--- src/rtl/capPkg.sv ---
package capPkg;
  localparam int OP_KINDS = 4;

  typedef enum logic [2:0] {
    FLT_OK     = 3'd0,
    FLT_TAG    = 3'd1,
    FLT_RIGHTS = 3'd2,
    FLT_BOUNDS = 3'd3,
    FLT_ENTRY  = 3'd4,
    FLT_UNPRIV = 3'd5
  } faultT;

  typedef enum logic [1:0] {
    OP_READ   = 2'd0,
    OP_WRITE  = 2'd1,
    OP_DELETE = 2'd2,
    OP_CREATE = 2'd3
  } opT;

  typedef struct packed {
    logic  load;
    logic  create;
    logic  passAddr;
    faultT fault;
  } strobeT;

  typedef struct packed {
    logic                tag;
    logic                entryOk;
    logic                inBounds;
    logic [OP_KINDS-1:0] rights;
    logic [OP_KINDS-1:0] typeMask;
  } statusT;
endpackage

--- src/rtl/capDatapath.sv ---
module capDatapath
  import capPkg::*;
#(
  parameter int ADDR_W      = 32,
  parameter int IDX_W       = 28,
  parameter int NUM_ENTRIES = 16,
  parameter int NUM_REFS    = 8
) (
  input  logic                          clk,
  input  logic                          rstN,
  input  logic                          cfgValid,
  input  logic [$clog2(NUM_ENTRIES)-1:0] cfgIdx,
  input  logic                          cfgEntryValid,
  input  logic [ADDR_W-1:0]             cfgBase,
  input  logic [ADDR_W-1:0]             cfgSize,
  input  logic [OP_KINDS-1:0]           cfgType,
  input  logic                          dataWrValid,
  input  logic [$clog2(NUM_REFS)-1:0]   dataWrSel,
  input  logic [IDX_W+OP_KINDS-1:0]     dataWrData,
  input  logic [$clog2(NUM_REFS)-1:0]   reqSel,
  input  logic [ADDR_W-1:0]             reqOffset,
  input  logic [IDX_W+OP_KINDS-1:0]     reqData,
  input  strobeT                        ctlStb,
  output statusT                        sts,
  output logic [2:0]                    rspFault,
  output logic [ADDR_W-1:0]             rspAddr
);
  localparam int ENT_SEL_W = $clog2(NUM_ENTRIES);
  localparam int REF_SEL_W = $clog2(NUM_REFS);
  localparam int WORD_W    = IDX_W + OP_KINDS;

  logic [NUM_ENTRIES-1:0] entValid;
  logic [ADDR_W-1:0]      entBase [NUM_ENTRIES];
  logic [ADDR_W-1:0]      entSize [NUM_ENTRIES];
  logic [OP_KINDS-1:0]    entType [NUM_ENTRIES];

  logic [NUM_REFS-1:0]    refTag;
  logic [WORD_W-1:0]      refWord [NUM_REFS];

  logic [WORD_W-1:0]      selWord;
  logic [IDX_W-1:0]       selIdx;
  logic [ENT_SEL_W-1:0]   tblIdx;
  logic                   idxHigh;
  logic [ADDR_W-1:0]      addrSum;
  logic [2:0]             faultQ;
  logic [ADDR_W-1:0]      addrQ;

  // object table: one register slice per entry
  for (genvar e = 0; e < NUM_ENTRIES; e++) begin : gEnt
    always_ff @(posedge clk) begin
      if (!rstN) begin
        entValid[e] <= 1'b0;
        entBase[e]  <= '0;
        entSize[e]  <= '0;
        entType[e]  <= '0;
      end else if (cfgValid && cfgIdx == ENT_SEL_W'(e)) begin
        entValid[e] <= cfgEntryValid;
        entBase[e]  <= cfgBase;
        entSize[e]  <= cfgSize;
        entType[e]  <= cfgType;
      end
    end
  end

  // reference registers: a data write always wins and clears the tag
  for (genvar r = 0; r < NUM_REFS; r++) begin : gRef
    always_ff @(posedge clk) begin
      if (!rstN) begin
        refTag[r]  <= 1'b0;
        refWord[r] <= '0;
      end else if (dataWrValid && dataWrSel == REF_SEL_W'(r)) begin
        refTag[r]  <= 1'b0;
        refWord[r] <= dataWrData;
      end else if (ctlStb.create && reqSel == REF_SEL_W'(r)) begin
        refTag[r]  <= 1'b1;
        refWord[r] <= reqData;
      end
    end
  end

  always_comb begin
    selWord = refWord[reqSel];
    selIdx  = selWord[IDX_W-1:0];
    idxHigh = |selIdx[IDX_W-1:ENT_SEL_W];
    tblIdx  = selIdx[ENT_SEL_W-1:0];
    addrSum = entBase[tblIdx] + reqOffset;

    sts.tag      = refTag[reqSel];
    sts.rights   = selWord[WORD_W-1:IDX_W];
    sts.entryOk  = !idxHigh && entValid[tblIdx];
    sts.typeMask = entType[tblIdx];
    sts.inBounds = reqOffset < entSize[tblIdx];
  end

  always_ff @(posedge clk) begin
    if (!rstN) begin
      faultQ <= '0;
      addrQ  <= '0;
    end else if (ctlStb.load) begin
      faultQ <= ctlStb.fault;
      addrQ  <= ctlStb.passAddr ? addrSum : '0;
    end
  end

  assign rspFault = faultQ;
  assign rspAddr  = addrQ;


  dataWrClears_chk: assert property (@(posedge clk) disable iff (!rstN)
    dataWrValid |=> !refTag[$past(dataWrSel)]);


  unprivCreateKeeps_chk: assert property (@(posedge clk) disable iff (!rstN)
    (ctlStb.load && ctlStb.fault == FLT_UNPRIV &&
     !(dataWrValid && dataWrSel == reqSel))
    |=> refTag[$past(reqSel)] == $past(refTag[reqSel]));


  passInBounds_chk: assert property (@(posedge clk) disable iff (!rstN)
    ctlStb.passAddr |-> sts.inBounds && sts.entryOk);
endmodule

--- src/rtl/capCtrl.sv ---
module capCtrl
  import capPkg::*;
(
  input  logic       clk,
  input  logic       rstN,
  input  logic       reqValid,
  input  logic [1:0] reqOp,
  input  logic       reqPriv,
  input  statusT     sts,
  output logic       reqReady,
  output logic       rspValid,
  output strobeT     ctlStb
);
  logic  readyQ;
  logic  rspValidQ;
  logic  accept;
  logic  isCreate;
  logic  permitted;
  faultT fault;

  always_ff @(posedge clk) begin
    if (!rstN) begin
      readyQ    <= 1'b0;
      rspValidQ <= 1'b0;
    end else begin
      readyQ    <= 1'b1;
      rspValidQ <= accept;
    end
  end

  always_comb begin
    accept    = reqValid && readyQ;
    isCreate  = opT'(reqOp) == OP_CREATE;
    permitted = sts.rights[reqOp] && sts.typeMask[reqOp];
    if (isCreate)          fault = reqPriv ? FLT_OK : FLT_UNPRIV;
    else if (!sts.tag)     fault = FLT_TAG;
    else if (!sts.entryOk) fault = FLT_ENTRY;
    else if (!permitted)   fault = FLT_RIGHTS;
    else if (!sts.inBounds) fault = FLT_BOUNDS;
    else                   fault = FLT_OK;

    ctlStb.load     = accept;
    ctlStb.create   = accept && isCreate && reqPriv;
    ctlStb.passAddr = accept && !isCreate && fault == FLT_OK;
    ctlStb.fault    = fault;
  end

  assign reqReady = readyQ;
  assign rspValid = rspValidQ;


  createNeedsPriv_chk: assert property (@(posedge clk) disable iff (!rstN)
    ctlStb.create |-> reqPriv);


  rightsAfterTagEntry_chk: assert property (@(posedge clk) disable iff (!rstN)
    (accept && fault == FLT_RIGHTS) |-> (sts.tag && sts.entryOk));


  readyHolds_chk: assert property (@(posedge clk) disable iff (!rstN)
    reqReady |=> reqReady);


  singlePulse_chk: assert property (@(posedge clk) disable iff (!rstN)
    (rspValid && !$past(reqValid)) |=> !rspValid || $past(reqValid));
endmodule

--- src/rtl/capAccessCheck.sv ---
module capAccessCheck
  import capPkg::*;
#(
  parameter int ADDR_W      = 32,
  parameter int IDX_W       = 28,
  parameter int NUM_ENTRIES = 16,
  parameter int NUM_REFS    = 8
) (
  input  logic        clk,
  input  logic        rstN,
  input  logic        cfgValid,
  input  logic [3:0]  cfgIdx,
  input  logic        cfgEntryValid,
  input  logic [31:0] cfgBase,
  input  logic [31:0] cfgSize,
  input  logic [3:0]  cfgType,
  input  logic        dataWrValid,
  input  logic [2:0]  dataWrSel,
  input  logic [31:0] dataWrData,
  input  logic        reqValid,
  output logic        reqReady,
  input  logic [1:0]  reqOp,
  input  logic [2:0]  reqSel,
  input  logic [31:0] reqOffset,
  input  logic        reqPriv,
  input  logic [31:0] reqData,
  output logic        rspValid,
  output logic [2:0]  rspFault,
  output logic [31:0] rspAddr
);
  strobeT ctlStb;
  statusT sts;

  capCtrl uCtrl (
    .clk      (clk),
    .rstN     (rstN),
    .reqValid (reqValid),
    .reqOp    (reqOp),
    .reqPriv  (reqPriv),
    .sts      (sts),
    .reqReady (reqReady),
    .rspValid (rspValid),
    .ctlStb   (ctlStb)
  );

  capDatapath #(
    .ADDR_W      (ADDR_W),
    .IDX_W       (IDX_W),
    .NUM_ENTRIES (NUM_ENTRIES),
    .NUM_REFS    (NUM_REFS)
  ) uDp (
    .clk           (clk),
    .rstN          (rstN),
    .cfgValid      (cfgValid),
    .cfgIdx        (cfgIdx),
    .cfgEntryValid (cfgEntryValid),
    .cfgBase       (cfgBase),
    .cfgSize       (cfgSize),
    .cfgType       (cfgType),
    .dataWrValid   (dataWrValid),
    .dataWrSel     (dataWrSel),
    .dataWrData    (dataWrData),
    .reqSel        (reqSel),
    .reqOffset     (reqOffset),
    .reqData       (reqData),
    .ctlStb        (ctlStb),
    .sts           (sts),
    .rspFault      (rspFault),
    .rspAddr       (rspAddr)
  );


  faultNoAddr_chk: assert property (@(posedge clk) disable iff (!rstN)
    (rspValid && rspFault != 3'd0) |-> rspAddr == '0);
endmodule

--- config.mk ---
export PLATFORM = sky130hd
export DESIGN_NAME = capAccessCheck
export DESIGN_NICKNAME = d
export VERILOG_FILES = /design/src/rtl/capPkg.sv /design/src/rtl/capDatapath.sv /design/src/rtl/capCtrl.sv /design/src/rtl/capAccessCheck.sv
export SDC_FILE = /design/constraint.sdc
export NUM_CORES = 2
export LEC_CHECK = 0
export BUFFER_PORTS_ARGS = -buffer_cell sky130_fd_sc_hd__buf_2
export CAP_MARGIN = 10
export CORE_ASPECT_RATIO = 0.75
export CORE_MARGIN = 8
export CORE_UTILIZATION = 55
export CTS_CLUSTER_DIAMETER = 30
export CTS_CLUSTER_SIZE = 40
export DETAILED_ROUTE_END_ITERATION = 10
export PLACE_DENSITY = 0.73
export SLEW_MARGIN = 5
export SYNTH_ARGS = -nofsm -noshare
export SYNTH_HDL_FRONTEND = slang
export SYNTH_SLANG_ARGS = --single-unit
--- constraint.sdc ---
create_clock -name clk -period 8.16 [get_ports clk]
set_input_delay 0.408 -clock clk [delete_from_list [all_inputs] [get_ports clk]]
set_output_delay 0.408 -clock clk [all_outputs]
set_load 0.02 [all_outputs]
==> Yosys cells after proc, flatten, opt, wreduce, memory -nomap -nowiden <==
Memories as Yosys holds them, arrays and structs flattened.
Index checks and enable logic that the tools add are counted.
{ "totals": {"ff_bits": 61, "latchBits": 0, "mem_bits_rw": 1344, "mem_bits_ro": 0, "input_bits": 183, "word_cells": 371, "memories": 4} }
{ "mem_list": {"columns": ["memory", "words", "width", "read_ports", "rd_clocked_by_memory_dff", "wr", "line_no", "rtl"], "rows": [
  ["uDp.entBase", 16, 32, 1, 0, 16, "capDatapath.sv:33", "logic [ADDR_W-1:0] entBase [NUM_ENTRIES];"],
  ["uDp.entSize", 16, 32, 1, 0, 16, "capDatapath.sv:34", "logic [ADDR_W-1:0] entSize [NUM_ENTRIES];"],
  ["uDp.refWord", 8, 32, 1, 0, 8, "capDatapath.sv:38", "logic [WORD_W-1:0] refWord [NUM_REFS];"],
  ["uDp.entType", 16, 4, 1, 0, 16, "capDatapath.sv:35", "logic [OP_KINDS-1:0] entType [NUM_ENTRIES];"]
]} }
{ "op_classes": {"n_addsub": 1, "mul": 0, "div": 0, "n_lt_le_gt_ge": 4, "n_eq_ne": 30, "shifts": 0, "n_mux": 185, "n_bitwise": 65, "reduce_logical": 54} }
{ "op_table": {"columns": ["cell", "n"], "rows": [
  ["$mux 32", 49],
  ["$mux 1", 110],
  ["$mux 4", 16],
  ["$or 1x1->1", 64],
  ["$logic_and 1x1->1", 39],
  ["$add 32x32->32", 1],
  ["$eq 4x4->1 const B", 8],
  ["$lt 32x32->1", 1],
  ["$eq 3x3->1 const B", 8],
  ["$reduce_or 24->1", 1],
  ["$eq 4x3->1 const B", 4],
  ["$reduce_or 2->1", 8],
  ["$mux 3", 5],
  ["$eq 3x2->1 const B", 4],
  ["$logic_not 3->1", 3],
  ["$eq 4x2->1 const B", 2],
  ["$eq 3x1->1 const B", 2],
  ["$lt 4x5->1 const B", 1],
  ["$bmux 1 s2", 2],
  ["$bmux 1 s4", 1],
  ["$eq 4x1->1 const B", 1],
  ["$logic_not 4->1", 1],
  ["$lt 3x4->1 const B", 1],
  ["$bmux 1 s3", 1],
  ["other kinds (5)", 6]
]} }

==> Longest topological paths before layout <==
An unclocked memory read counts as a cell.
{ "logic_depth": {"word_depth": 12, "ltp_mapped": 27, "ltp_nobuf": 20} }

==> Hierarchy <==
Synthesis repeated with hierarchy kept, for this count alone.
{ "unflattened": {"hier_cells": 5615, "area_unflattened_um2": 66817.8} }
{ "modules_own_cells": {"columns": ["mod", "n_inst", "cells_per_inst", "area_each_um2", "seq_area_each_um2"], "rows": [
  ["capDatapath", 1, 5592, 66645.2, 41539.8],
  ["capCtrl", 1, 23, 172.7, 40.0]
]} }

==> Worst setup path before layout <==
OpenSTA, ideal clock, no wires.
{ "synth_path": {"kind": "input to register", "from": "input cfgIdx[1]", "to": "memory uDp.entBase[0][0] (enable)", "setup_ns": 0.590, "arrival_time_ns": 5.874, "path_slack_ns": 1.696, "path_stages": 3, "path_buffers": 1, "path_cell_list": "or3b_2 clkbuf_1 o21ai_0"} }
{ "synth_lines": {"columns": ["element", "line_no", "rtl"], "rows": [
  ["start, declared", "capAccessCheck.sv:12", "input logic [3:0] cfgIdx,"],
  ["end, declared", "capDatapath.sv:33", null]
]} }

==> Final worst setup path <==
{ "layout_path": {"from": "memory uDp.refWord[7][1] (netlist name)", "to": "register uDp.addrQ[13] (netlist: uDp.rspAddr[13])"} }
{ "layout_between": {"elab_chain_len": 12, "elab_cells_between_ends": 20} }
{ "layout_lines": {"columns": ["element", "line_no", "rtl"], "rows": [
  ["start, declared", "capDatapath.sv:38", null],
  ["$mem_v2 8x32 *", null, null],
  ["parallel branches: the longest is 10 deep, another holds $mem_v2 16x32", null, null],
  ["$mux 32 *", "capDatapath.sv:101", "addrQ <= ctlStb.passAddr ? addrSum : '0;"],
  ["end signal, assigned", "capDatapath.sv:101", null],
  ["end, declared", "capDatapath.sv:46", "logic [ADDR_W-1:0] addrQ;"]
]} }
Every way passes the cells marked *. The select of a mux whose other input is x is not followed.
A chain may end at the register's enable or synchronous reset.

==> impl_results.md <==
- Detailed Place HPWL: between 100000 and 150000 um
- Die Span X: ~420 um
- Most frequent cells after synthesis: 1344 x edfxtp_1, 1339 x and2_1, 706 x nand2_1
- Clk slew on worst S/H paths: roughly 0.060 ns
- Initial Util: 0.554
- Number of enable flip-flop cells after synthesis: between 1000 and 1500
- Hold path depth: 2
- Iter 0 DRT Violations: roughly 7200
- Max FO, Critical Path: approximately 110
- DR pass1 iterations: 6
- Final RePlAce weighted congestion: a little over 0.9
- Worst vdd ir: about 0.25 mV
- CP required: roughly 8.9 ns
- Crit path arrival time: 7.10 ns
- Top post-synthesis cells by area: edfxtp_1 61%, and2_1 13%, nand2_1 4.0%
- Worst Hold Launch: cfgSize[24]
- Rows: 110
- CTS resizes: 0
- Slew HR: 0.136
- Clock power share: 0.473
- Syn-to-layout area delta: 16.3%
- Reg2reg path depth: 20
- Period minus WS final: between 6 and 7 ns
- Tot Pwr: ~20 mW
- Reg area: ~42000 um^2
- DR vias/cell: approximately 6.4
- Worst R2R Start: uDp.refWord[7][1]
- Met2 wire length: 94600 um
- Synth warn: 0
- Most common cell in the synthesized netlist: edfxtp_1
- Syn_nets: roughly 5800
- Cells after synthesis: 5541
- Die Area: 132000 um^2
- Synthesized area: 66400 um^2
- Fraction of layout cells with a size suffix above 1: 0.134
- Synth area leader: edfxtp_1
- Flop-to-flop setup slack: 1.80 ns
- Placed Area: a little under 70000 um^2
- Setup crit end kind: flop
- Sw Pwr: approximately 5.1 mW
- Switch share: 0.258
- Sequential power share: 0.420
- Clock tree buffer depth: 3
- CP Launch Type: flop
- Ys async rst share: 0
- DR WL/cell: between 20 and 30 um
- Worst hold path class: primary input to flop
- Total wire length: roughly 210000 um
- RSZ-0062 raised after global routing: no
- RR Endpoint: uDp.rspAddr[13]
- Vias post-DR: roughly 48000
- Final setup vio count: 0
- Leakage power: about 28 nW
- Top Layer Used: met5
- Worst-skew pair later-pin latency: around 0.85 ns
- Dpl ws: 1.75 ns
- Top-Level Pins: 220
- Post-CTS setup buffers: 0
- Syn avg cell area: around 12 um^2
- Worst Hold Endpoint: uDp.entSize[6][24]
- Largest net degree at the start of global routing: 113
- Outcome: completed
- H-tree depth: 4
- Initial antenna violation count: 31
- Final Hold Viols: 0
- CTS sink cnt: around 1400
- GR Overflow Total: 0
- Post-synthesis cell type count: between 60 and 70
- CORE AREA: 120000 um^2
- Worst-Margin Slew: approximately 1.3 ns
- Synthesized flop and latch total: around 1400
- Final Cycle Share: 0.780
- Met1 WL: between 70000 and 80000 um
- Die height: ~320 um
- Sequential area share after synthesis: 0.626
- Metal3 WL: roughly 25000 um
- GRT Util Overall: 0.308
- Setup TNS: 0 ns
- Number of port buffers: 219
- Power per cell area: 259 nW/um^2
- Final cell count without fillers: around 7500
- Worst Slack Setup Final: between 1.5 and 2 ns
- Clock tree root driver cell: clkbuf_16
- Internal Pwr Total: 14.8 mW
- Total CTS buffers: approximately 220
- Max Slew Vio Count: 0
- Design area: around 77000 um^2
- Ys flop type: edfxtp_1
- Drc violations: 0
- # Max-Cap Violations: 0
- ANT nets after route: 0
- Worst Skew: 0.0373 ns
- Multi-input logic area: ~23000 um^2
- Number of global-route vias before repair: 46536
- Fillers: 8739
- CP Class: flop to flop
- Post-Place Cells: ~7000
- Synth top area share: 0.608
- Fin nets: roughly 5900
- Comb power frac: 0.107
- CTS tree: done
- First-pass GRT wire length: roughly 300000 um
- Fmax: about 160 MHz
-- per-layer routing --
| metal | track usage | up-vias |
|---|---|---|
| met5 | 0 | - |
| met4 | 0.164 | 6 |
| met3 | 0.0715 | 589 |
| met2 | 0.472 | 3196 |
| met1 | 0.412 | 23342 |
| li1 | - | 20469 |
-- placed cells by master, fill, tap and decap left out, drive strengths merged, types with 24 or more instances in the layout --
| cell type | n |
|---|---|
| a211oi | 255 |
| a21o | 24 |
| a21oi | 164 |
| a22o | 242 |
| a311oi | 198 |
| a31oi | 70 |
| and2 | 1340 |
| buf | 322 |
| clkbuf | 252 |
| clkinv | 104 |
| dfxtp | 61 |
| dlygate4sd3 | 84 |
| edfxtp | 1344 |
| ha | 62 |
| inv | 54 |
| mux2i | 33 |
| nand2 | 706 |
| nand3 | 28 |
| nor2 | 73 |
| nor3 | 50 |
| nor4 | 35 |
| o21ai | 72 |
| o31ai | 36 |
-- flip-flops by register name (all words and copies together) (netlist names) --
signal	cells
uDp.refTag	8
uDp.entValid	16
uCtrl.reqReady	1
uDp.entType	64
uDp.refWord	256
uDp.rspFault	3
uDp.entBase	512
uDp.rspAddr	32
uDp.entSize	512
uCtrl.rspValid	1
-- worst max-delay path: stages, from the launching register on --
cell      delay (ns)
edfxtp_1        0.42
mux4_2          0.57
mux2i_4         0.57
buf_12          0.42
and2_1          0.21
a211oi_1        0.06
a311oi_1        0.26
a21oi_1         0.09
nand2_1         0.11
o31ai_1         0.14
ha_1            0.26
a21o_1          0.17
a21o_1          0.17
a21oi_1         0.16
o21ai_0         0.13
a21o_1          0.19
a221oi_1        0.72
o211ai_1        0.35
a21oi_1         0.39
nand2_1         0.42
o21ai_0         0.31
-- power groups by stage --
stage	sequential (mW)	clock, mW	combinational (mW)
final	8.40	9.46	2.13
after global routing	8.42	9.78	2.27
after CTS	8.39	9.46	2.09
after detailed placement	8.53	0	2.04
after global placement	8.52	0	2.01
after floorplan	8.55	0	1.31
-- worst max path at each step --
| stage | start | depth (start not counted) | slack, ns | to |
|---|---|---|---|---|
| final | uDp.refWord[7][1] | 20 | 1.80 | uDp.rspAddr[13] |
| after global routing | uDp.refWord[7][1] | 20 | 1.63 | uDp.rspAddr[13] |
| after CTS | uDp.refWord[7][1] | 20 | 2.13 | uDp.rspAddr[13] |
| after detailed placement | reqSel[2] | 20 | 1.75 | uDp.rspAddr[13] |
| after global placement | reqSel[0] | 22 | 1.93 | uDp.rspAddr[15] |
| after floorplan | cfgIdx[1] | 3 | 1.70 | uDp.entBase[0][0] |
-- logic make-up (layout without fill, tap and decap cells) --
family          count (synthesis)  in the layout  share of synthesized area
compound gates               1099           1099                      0.123
fa+ha+maj                      63             63                     0.0120
buf+inv                       571            857                     0.0338
xor+xnor                       30             30                    0.00396
other cells                     0             21                          0
simple gates                 2312           2312                      0.188
flops                        1405           1405                      0.626
mux                            61             61                     0.0135
-- area by class of cell --
class,count,area share
repair buffers,406,0.0375
clock buffers,252,0.0756
inverters,29,0.00141
well taps,1624,0.0263
flip-flops and latches,1405,0.538
multi-input cells,3565,0.298
clock inverters,170,0.0220
diodes,21,0.000680
-- metrics by stage --
step	hold WS, ns	util
floorplan	0.422	-
global placement	0.433	0.574
detailed placement	0.441	0.574
CTS	0.000614	0.644
global route	0.0408	0.644
finish	0.0484	0.644
-- timing repair --
item	in CTS	in global routing
setup endpoints to repair	0	0
hold endpoints to repair	287	0
hold buffers	84	0
No activity file was read; power rests on OpenSTA's default activity.
